[src/rtl/rtc_cal_pkg.sv]
`timescale 1ns/1ps
package rtc_cal_pkg;

    // register indices whose position other logic decodes
    localparam int IDX_SEC   = 0;
    localparam int IDX_MIN   = 2;
    localparam int IDX_HOUR  = 4;
    localparam int IDX_WDAY  = 6;
    localparam int IDX_MDAY  = 7;
    localparam int IDX_MON   = 8;
    localparam int IDX_YEAR  = 9;
    localparam int IDX_CTLA  = 10;
    localparam int IDX_CTLB  = 11;
    localparam int IDX_FLAGC = 12;
    localparam int IDX_STATD = 13;
    localparam int IDX_CENT  = 50;

    // control B bit positions
    localparam int B_FREEZE = 7;
    localparam int B_BIN    = 2;
    localparam int B_H24    = 1;

    typedef struct packed {
        logic [7:0] sec;
        logic [7:0] min;
        logic [7:0] hour;
        logic [7:0] wday;
        logic [7:0] mday;
        logic [7:0] mon;
        logic [7:0] year;
        logic [7:0] cent;
    } caltime_t;

    function automatic logic [6:0] fld_dec(input logic [7:0] v, input logic bin);
        if (bin) return v[6:0];
        return 7'({3'b000, v[7:4]} * 7'd10 + {3'b000, v[3:0]});
    endfunction

    function automatic logic [7:0] fld_enc(input logic [6:0] n, input logic bin);
        logic [6:0] tens;
        logic [6:0] ones;
        tens = n / 7'd10;
        ones = n % 7'd10;
        if (bin) return {1'b0, n};
        return {tens[3:0], ones[3:0]};
    endfunction

    function automatic logic [6:0] month_days(input logic [6:0] mon, input logic [6:0] yr);
        case (mon)
            7'd2:                     return (yr[1:0] == 2'b00) ? 7'd29 : 7'd28;
            7'd4, 7'd6, 7'd9, 7'd11:  return 7'd30;
            default:                  return 7'd31;
        endcase
    endfunction

endpackage

[src/rtl/rtc_timebase.sv]
`timescale 1ns/1ps
module rtc_timebase #(
    parameter int TICKS_PER_SEC = 32768,
    parameter int UIP_TICKS     = 8
) (
    input  logic       clk,
    input  logic       rst_n,
    input  logic       tick_en,
    input  logic [2:0] div_sel,
    input  logic       frozen,
    output logic       sec_edge,
    output logic       uip,
    output logic       div_hold
);
    localparam int PSW = $clog2(TICKS_PER_SEC);
    localparam logic [PSW-1:0] LAST      = PSW'(TICKS_PER_SEC - 1);
    localparam logic [PSW-1:0] HALF      = PSW'(TICKS_PER_SEC / 2);
    localparam logic [PSW-1:0] UIP_START = PSW'(TICKS_PER_SEC - UIP_TICKS);

    logic [PSW-1:0] ps_d, ps_q;
    logic           div_run;

    always_comb begin
        div_hold = (div_sel[2:1] == 2'b11);
        div_run  = (div_sel <= 3'b010);
        ps_d     = ps_q;
        if (div_hold) begin
            // parked at mid-second: release gives a half-second first step
            ps_d = HALF;
        end else if (div_run && tick_en) begin
            ps_d = (ps_q == LAST) ? '0 : ps_q + 1'b1;
        end
        sec_edge = div_run && tick_en && (ps_q == LAST);
        uip      = div_run && !frozen && (ps_q >= UIP_START);
    end

    always_ff @(posedge clk) begin
        if (!rst_n) ps_q <= '0;
        else        ps_q <= ps_d;
    end
endmodule

[src/rtl/rtc_time_step.sv]
`timescale 1ns/1ps
module rtc_time_step
    import rtc_cal_pkg::*;
(
    input  caltime_t cur,
    input  logic     bin_mode,
    input  logic     h24_mode,
    output caltime_t nxt
);
    logic [6:0] s, m, hv, h_now, h_nxt, h12, wd, md, mo, yr, ce, mlen;
    logic [7:0] h12_enc;
    logic       c_min, c_hour, c_day, c_mon, c_year, c_cent;

    always_comb begin
        s  = fld_dec(cur.sec, bin_mode);
        m  = fld_dec(cur.min, bin_mode);
        hv = fld_dec({1'b0, cur.hour[6:0]}, bin_mode);
        wd = fld_dec(cur.wday, bin_mode);
        md = fld_dec(cur.mday, bin_mode);
        mo = fld_dec(cur.mon, bin_mode);
        yr = fld_dec(cur.year, bin_mode);
        ce = fld_dec(cur.cent, bin_mode);

        // hours normalised to 0..23 regardless of the stored form
        h_now = h24_mode ? hv
                         : (((hv == 7'd12) ? 7'd0 : hv) + (cur.hour[7] ? 7'd12 : 7'd0));

        mlen   = month_days(mo, yr);
        c_min  = (s >= 7'd59);
        c_hour = c_min && (m >= 7'd59);
        c_day  = c_hour && (h_now >= 7'd23);
        c_mon  = c_day && (md >= mlen);
        c_year = c_mon && (mo >= 7'd12);
        c_cent = c_year && (yr >= 7'd99);

        h_nxt   = c_day ? 7'd0 : h_now + 7'd1;
        h12     = (h_nxt == 7'd0 || h_nxt == 7'd12) ? 7'd12
                : (h_nxt > 7'd12) ? h_nxt - 7'd12 : h_nxt;
        h12_enc = fld_enc(h12, bin_mode);

        nxt     = cur;
        nxt.sec = fld_enc(c_min ? 7'd0 : s + 7'd1, bin_mode);
        if (c_min)  nxt.min  = fld_enc(c_hour ? 7'd0 : m + 7'd1, bin_mode);
        if (c_hour) nxt.hour = h24_mode ? fld_enc(h_nxt, bin_mode)
                                        : {(h_nxt >= 7'd12), h12_enc[6:0]};
        if (c_day) begin
            nxt.wday = fld_enc((wd >= 7'd7) ? 7'd1 : wd + 7'd1, bin_mode);
            nxt.mday = fld_enc(c_mon ? 7'd1 : md + 7'd1, bin_mode);
        end
        if (c_mon)  nxt.mon  = fld_enc(c_year ? 7'd1 : mo + 7'd1, bin_mode);
        if (c_year) nxt.year = fld_enc(c_cent ? 7'd0 : yr + 7'd1, bin_mode);
        if (c_cent) nxt.cent = fld_enc((ce >= 7'd99) ? 7'd0 : ce + 7'd1, bin_mode);
    end
endmodule

[src/rtl/rtc_bcd_clock.sv]
`timescale 1ns/1ps
module rtc_bcd_clock
    import rtc_cal_pkg::*;
#(
    parameter int TICKS_PER_SEC = 32768,
    parameter int UIP_TICKS     = 8,
    parameter int REG_COUNT     = 128   // at least 64: century sits at index 50
) (
    input  logic       clk,
    input  logic       rst_n,
    input  logic       tick_en,
    input  logic       bus_en,
    input  logic       bus_we,
    input  logic       bus_addr,
    input  logic [7:0] bus_wdata,
    output logic [7:0] bus_rdata
);
    localparam int IDX_W = $clog2(REG_COUNT);

    typedef struct packed {
        logic [IDX_W-1:0]           idx;
        logic [REG_COUNT-1:0][7:0]  mem;
        logic [7:0]                 rdata;
    } regs_t;

    regs_t      st_d, st_q;
    caltime_t   cur_t, nxt_t;
    logic [7:0] ctl_a, ctl_b, sec_cur;
    logic [IDX_W-1:0] idx_cur;
    logic       sec_edge, uip, div_hold, set_mode;

    function automatic regs_t reset_image();
        regs_t r;
        r = '0;
        r.mem[IDX_CTLA] = 8'h26;
        r.mem[IDX_CTLB] = 8'h02;
        r.mem[IDX_WDAY] = 8'h01;
        r.mem[IDX_MDAY] = 8'h01;
        r.mem[IDX_MON]  = 8'h01;
        return r;
    endfunction

    assign ctl_a    = st_q.mem[IDX_CTLA];
    assign ctl_b    = st_q.mem[IDX_CTLB];
    assign set_mode = ctl_b[B_FREEZE];
    assign sec_cur  = st_q.mem[IDX_SEC];
    assign idx_cur  = st_q.idx;
    assign cur_t    = {st_q.mem[IDX_SEC], st_q.mem[IDX_MIN], st_q.mem[IDX_HOUR],
                       st_q.mem[IDX_WDAY], st_q.mem[IDX_MDAY], st_q.mem[IDX_MON],
                       st_q.mem[IDX_YEAR], st_q.mem[IDX_CENT]};

    rtc_timebase #(
        .TICKS_PER_SEC(TICKS_PER_SEC),
        .UIP_TICKS    (UIP_TICKS)
    ) u_timebase (
        .clk     (clk),
        .rst_n   (rst_n),
        .tick_en (tick_en),
        .div_sel (ctl_a[6:4]),
        .frozen  (set_mode),
        .sec_edge(sec_edge),
        .uip     (uip),
        .div_hold(div_hold)
    );

    rtc_time_step u_step (
        .cur     (cur_t),
        .bin_mode(ctl_b[B_BIN]),
        .h24_mode(ctl_b[B_H24]),
        .nxt     (nxt_t)
    );

    always_comb begin
        st_d = st_q;

        // once-per-second step, skipped while frozen
        if (sec_edge && !set_mode) begin
            st_d.mem[IDX_SEC]  = nxt_t.sec;
            st_d.mem[IDX_MIN]  = nxt_t.min;
            st_d.mem[IDX_HOUR] = nxt_t.hour;
            st_d.mem[IDX_WDAY] = nxt_t.wday;
            st_d.mem[IDX_MDAY] = nxt_t.mday;
            st_d.mem[IDX_MON]  = nxt_t.mon;
            st_d.mem[IDX_YEAR] = nxt_t.year;
            st_d.mem[IDX_CENT] = nxt_t.cent;
        end

        // host write wins over the step for the same byte
        if (bus_en && bus_we) begin
            if (!bus_addr) begin
                st_d.idx = bus_wdata[IDX_W-1:0];
            end else if (st_q.idx == IDX_W'(IDX_CTLA)) begin
                st_d.mem[IDX_CTLA] = {1'b0, bus_wdata[6:0]};
            end else if (st_q.idx != IDX_W'(IDX_FLAGC) && st_q.idx != IDX_W'(IDX_STATD)) begin
                st_d.mem[st_q.idx] = bus_wdata;
            end
        end

        if (bus_en && !bus_we) begin
            if (!bus_addr)                             st_d.rdata = 8'hFF;
            else if (st_q.idx == IDX_W'(IDX_CTLA))     st_d.rdata = {uip, ctl_a[6:0]};
            else if (st_q.idx == IDX_W'(IDX_FLAGC))    st_d.rdata = 8'h00;
            else if (st_q.idx == IDX_W'(IDX_STATD))    st_d.rdata = 8'h80;
            else                                       st_d.rdata = st_q.mem[st_q.idx];
        end
    end

    always_ff @(posedge clk) begin
        if (!rst_n) st_q <= reset_image();
        else        st_q <= st_d;
    end

    assign bus_rdata = st_q.rdata;
endmodule

[config.mk]
export PLATFORM = sky130hd
export DESIGN_NAME = rtc_bcd_clock
export DESIGN_NICKNAME = d
export VERILOG_FILES = /design/src/rtl/rtc_cal_pkg.sv /design/src/rtl/rtc_timebase.sv /design/src/rtl/rtc_time_step.sv /design/src/rtl/rtc_bcd_clock.sv
export SDC_FILE = /design/constraint.sdc
export NUM_CORES = 2
export LEC_CHECK = 0
export ABC_AREA = 1
export BUFFER_PORTS_ARGS = -buffer_cell sky130_fd_sc_hd__buf_2
export CORE_ASPECT_RATIO = 0.75
export CORE_MARGIN = 2
export CORE_UTILIZATION = 45
export DETAILED_ROUTE_END_ITERATION = 12
export GPL_TIMING_DRIVEN = 0
export SETUP_SLACK_MARGIN = 0.1
export SYNTH_ARGS = -nofsm -noshare
export SYNTH_HDL_FRONTEND = slang
export SYNTH_HIERARCHICAL = 1
export SYNTH_SLANG_ARGS = --single-unit
[constraint.sdc]
create_clock -name clk -period 8.55 [get_ports clk]
set_input_delay 1.71 -clock clk [delete_from_list [all_inputs] [get_ports clk]]
set_output_delay 1.71 -clock clk [all_outputs]
set_load 0.03 [all_outputs]
==> reports/summary.txt <==
outcome - finished, violations left
yosys warns - 6
GRT Overall Usage - 42.0%
most frequent cells in the layout - nand2_1, dfxtp_1, o21ai_0
syn_area_per_cell - 6.57 um2
Max-slew headroom - -13.0%
drc violations - 0
share of cells above drive strength 1 - 8.29%
cts bufs inserted - 106
share of power burned in registers - 45.7%
Pre-antenna DRT Iters - 6
Crit path largest cell delay - 470 ps
maximum vdd ir drop - 156 uV
synthesized net count - 8723
failing checks - max-capacitance violations, max-slew violations
maximum root-to-sink buffer count - 3
#FFs+latches synth - 1053
post-synthesis compound-gate area fraction - 21.6%
clk_skew - 45.2 ps
HPWL reported at the end of detailed placement - 211000 um
Final Hold Fails - 0
ranking of synthesized cells by area - dfxtp_1, nand2_1, o21ai_0, a21oi_1, inv_1
Vias/cell - 5.87
Tmin final - 7460 ps
Initial Util - 45.4%
number of synthesized flops with an enable pin - 0
area leader, netlist - dfxtp_1
critical path arrival - 8040 ps
worst hold stages - 2
Seq/Total Area, Yosys - 37.2%
most frequent CP cell - nand2_1
pins over their slew limit - 131
Final nets - 8857
Max-cap violations - 12
Crit Path Max Fanout - 10
Worst-Margin Slew - 1700 ps
critical path launch point type - flip-flop
top cell type's share of synthesized area - 37.2%
routed vias - 61600
RSZ-0062 raised after global routing - no
Final period util - 87.3%
switching pwr - 3.03 mW
Filler Cell Count - 13100
clock share of power - 45.3%
Top Ports - 22
GP Congestion - 1.07
Leakage Power - 26.8 nW
PortBufs - 20
Skew-Pair Late Insertion Delay - 770 ps
CP Capture Type - flip-flop
Max Clock Freq - 134 MHz
Pwr Density - 173 nW/um2
Routed WL - 280000 um
Syn Inst Count - 8615
core area - 125000 um2
Layout area overhead - 10.2%
pin count of the biggest net entering global routing - 15
Hold WC Path Type - flip-flop to flip-flop
root buffer cell - clkbuf_16
post-synthesis simple-gate area fraction - 27.4%
main combinational cell family by area after synthesis - simple AND/OR/NAND/NOR gates
Setup TNS - 0 ps
global-route wire length before repair - 389000 um
WP data required - 9120 ps
Post-Synthesis Cell Area - 56600 um2
Clock transition at path regs - 70 ps
Post-CTS Setup Inserts - 0
cell count of the worst reg-to-reg path - 51
Die W - 413 um
FFs w/ async S/R, synth - 0%
post-cts hold buffer count - 0
commonest non-fill, non-tap cell in the layout - nand2_1
vias in the first global route - 53200
DRT antenna net count - 0
Synth Flop Type - dfxtp_1
post-synthesis mux area share - 0.816%
Die Area - 129000 um2
initial antenna violation count - 20
WHS - 425 ps
clk sinks - 1053
final setup fails - 0
Routed wire per std cell - 26.7 um
initial drt markers - 9549
Netlist cell types - 74
total grt overflow - 0
number of gates resized after CTS - 0
# rows - 112
Post-Synth XOR/XNOR Area - 0.741%
cell internal pwr - 7.75 mW
CTS tree - yes
worst setup path class - flip-flop to flip-flop
Die Ht - 311 um
switching part of the total - 28.1%
H-tree lvl count - 3
Post-Synth Adder-Cell Area - 2.29%
Gate power share - 9.0%
CP max-delay cell - dfxtp_1
[worst paths after layout]
| path | start | to | slack [ps] |
|---|---|---|---|
| worst max-delay path | cur_t[44] | cur_t[44] | 1090 |
| worst min-delay path | st_q[114] | st_q[114] | 420 |
| worst max register to register | cur_t[44] | cur_t[44] | 1090 |
| worst min register to register | st_q[114] | st_q[114] | 420 |
[registers in the layout, summed over array words and instances, names as in the netlist]
| name | flops |
|---|---|
| st_q | 943 |
| cur_t | 56 |
| u_timebase/ps_q | 15 |
| bus_rdata | 8 |
| ctl_a | 8 |
| ctl_b | 8 |
| sec_cur | 8 |
| idx_cur | 7 |
[cell families (layout without fill, tap and decap cells)]
group	after synthesis	count (layout)
AND/OR/NAND/NOR	3767	3767
multiplexers	41	41
other	1	12
flip-flops	1053	1053
AO/OA/AOI/OAI	2256	2256
adder cells (fa/ha/maj)	94	94
XOR/XNOR	47	47
buffers and inverters	1356	1578
[worst max-delay path: cells and delay by family (launching register included)]
family | cells | cell delay [ps]
mux | 1 | 250
compound gates | 7 | 920
fa+ha+maj | 6 | 1700
flops | 1 | 470
buf+inv | 5 | 600
simple gates | 32 | 3310
[Yosys cell counts, drive strengths merged (3+ instances only)]
| cell type | number |
|---|---|
| nand2 | 2926 |
| o21ai | 1058 |
| dfxtp | 1053 |
| a21oi | 904 |
| inv | 730 |
| nor2 | 517 |
| clkbuf | 369 |
| nand3 | 248 |
| buf | 244 |
| a211oi | 184 |
| ha | 78 |
| o21a | 49 |
| mux2 | 41 |
| xor2 | 29 |
| nand4 | 25 |
| a311oi | 21 |
| xnor2 | 18 |
| nor3 | 17 |
| fa | 16 |
| nand3b | 15 |
| or2 | 14 |
| clkinv | 13 |
| a31oi | 9 |
| o211ai | 9 |
| o31ai | 5 |
| a22oi | 4 |
| a21boi | 3 |
[layout make-up]
cell class	count	area, um2	area share [%]
timing repair buffer	26	190	0.305
clock inverter	29	290	0.465
inverter	743	2810	4.51
multi-input combinational	6206	29900	47.9
tap	1653	2070	3.32
sequential	1053	21100	33.8
antenna	11	27.5	0.0441
buffer	613	2840	4.55
clock buffer	167	3200	5.13
[metal layers]
| layer | wire length [um] | GRT usage, % |
|---|---|---|
| met5 | 215 | 0 |
| met4 | 10700 | 14.5 |
| met3 | 42200 | 16.6 |
| met2 | 104000 | 53.7 |
| met1 | 124000 | 62.2 |
[metrics by stage]
step           power [mW]  setup slack (ps)  utilization, %  cell area, um2  instances
2_1_floorplan        5.46              2380               -           56600       8615
3_3_place_gp         5.93              1400            47.2           58800      10300
3_5_place_dp         5.93              1250            47.2           58800      10300
4_1_cts              10.7              1200            50.0           62300      10500
5_1_grt              10.9               469            50.1           62400      10500
6_report             10.8              1090            50.1           62400      10500
[power groups by stage]
stage / sequential [mW] / combinational, mW / clock, mW
floorplan: 5.03 / 0.426 / 0
global placement: 5.04 / 0.891 / 0
detailed placement: 5.04 / 0.894 / 0
CTS: 4.93 / 0.897 / 4.85
global route: 4.93 / 0.965 / 5.05
finish: 4.93 / 0.968 / 4.89
Note: power is estimated with default switching activity, not from simulation.
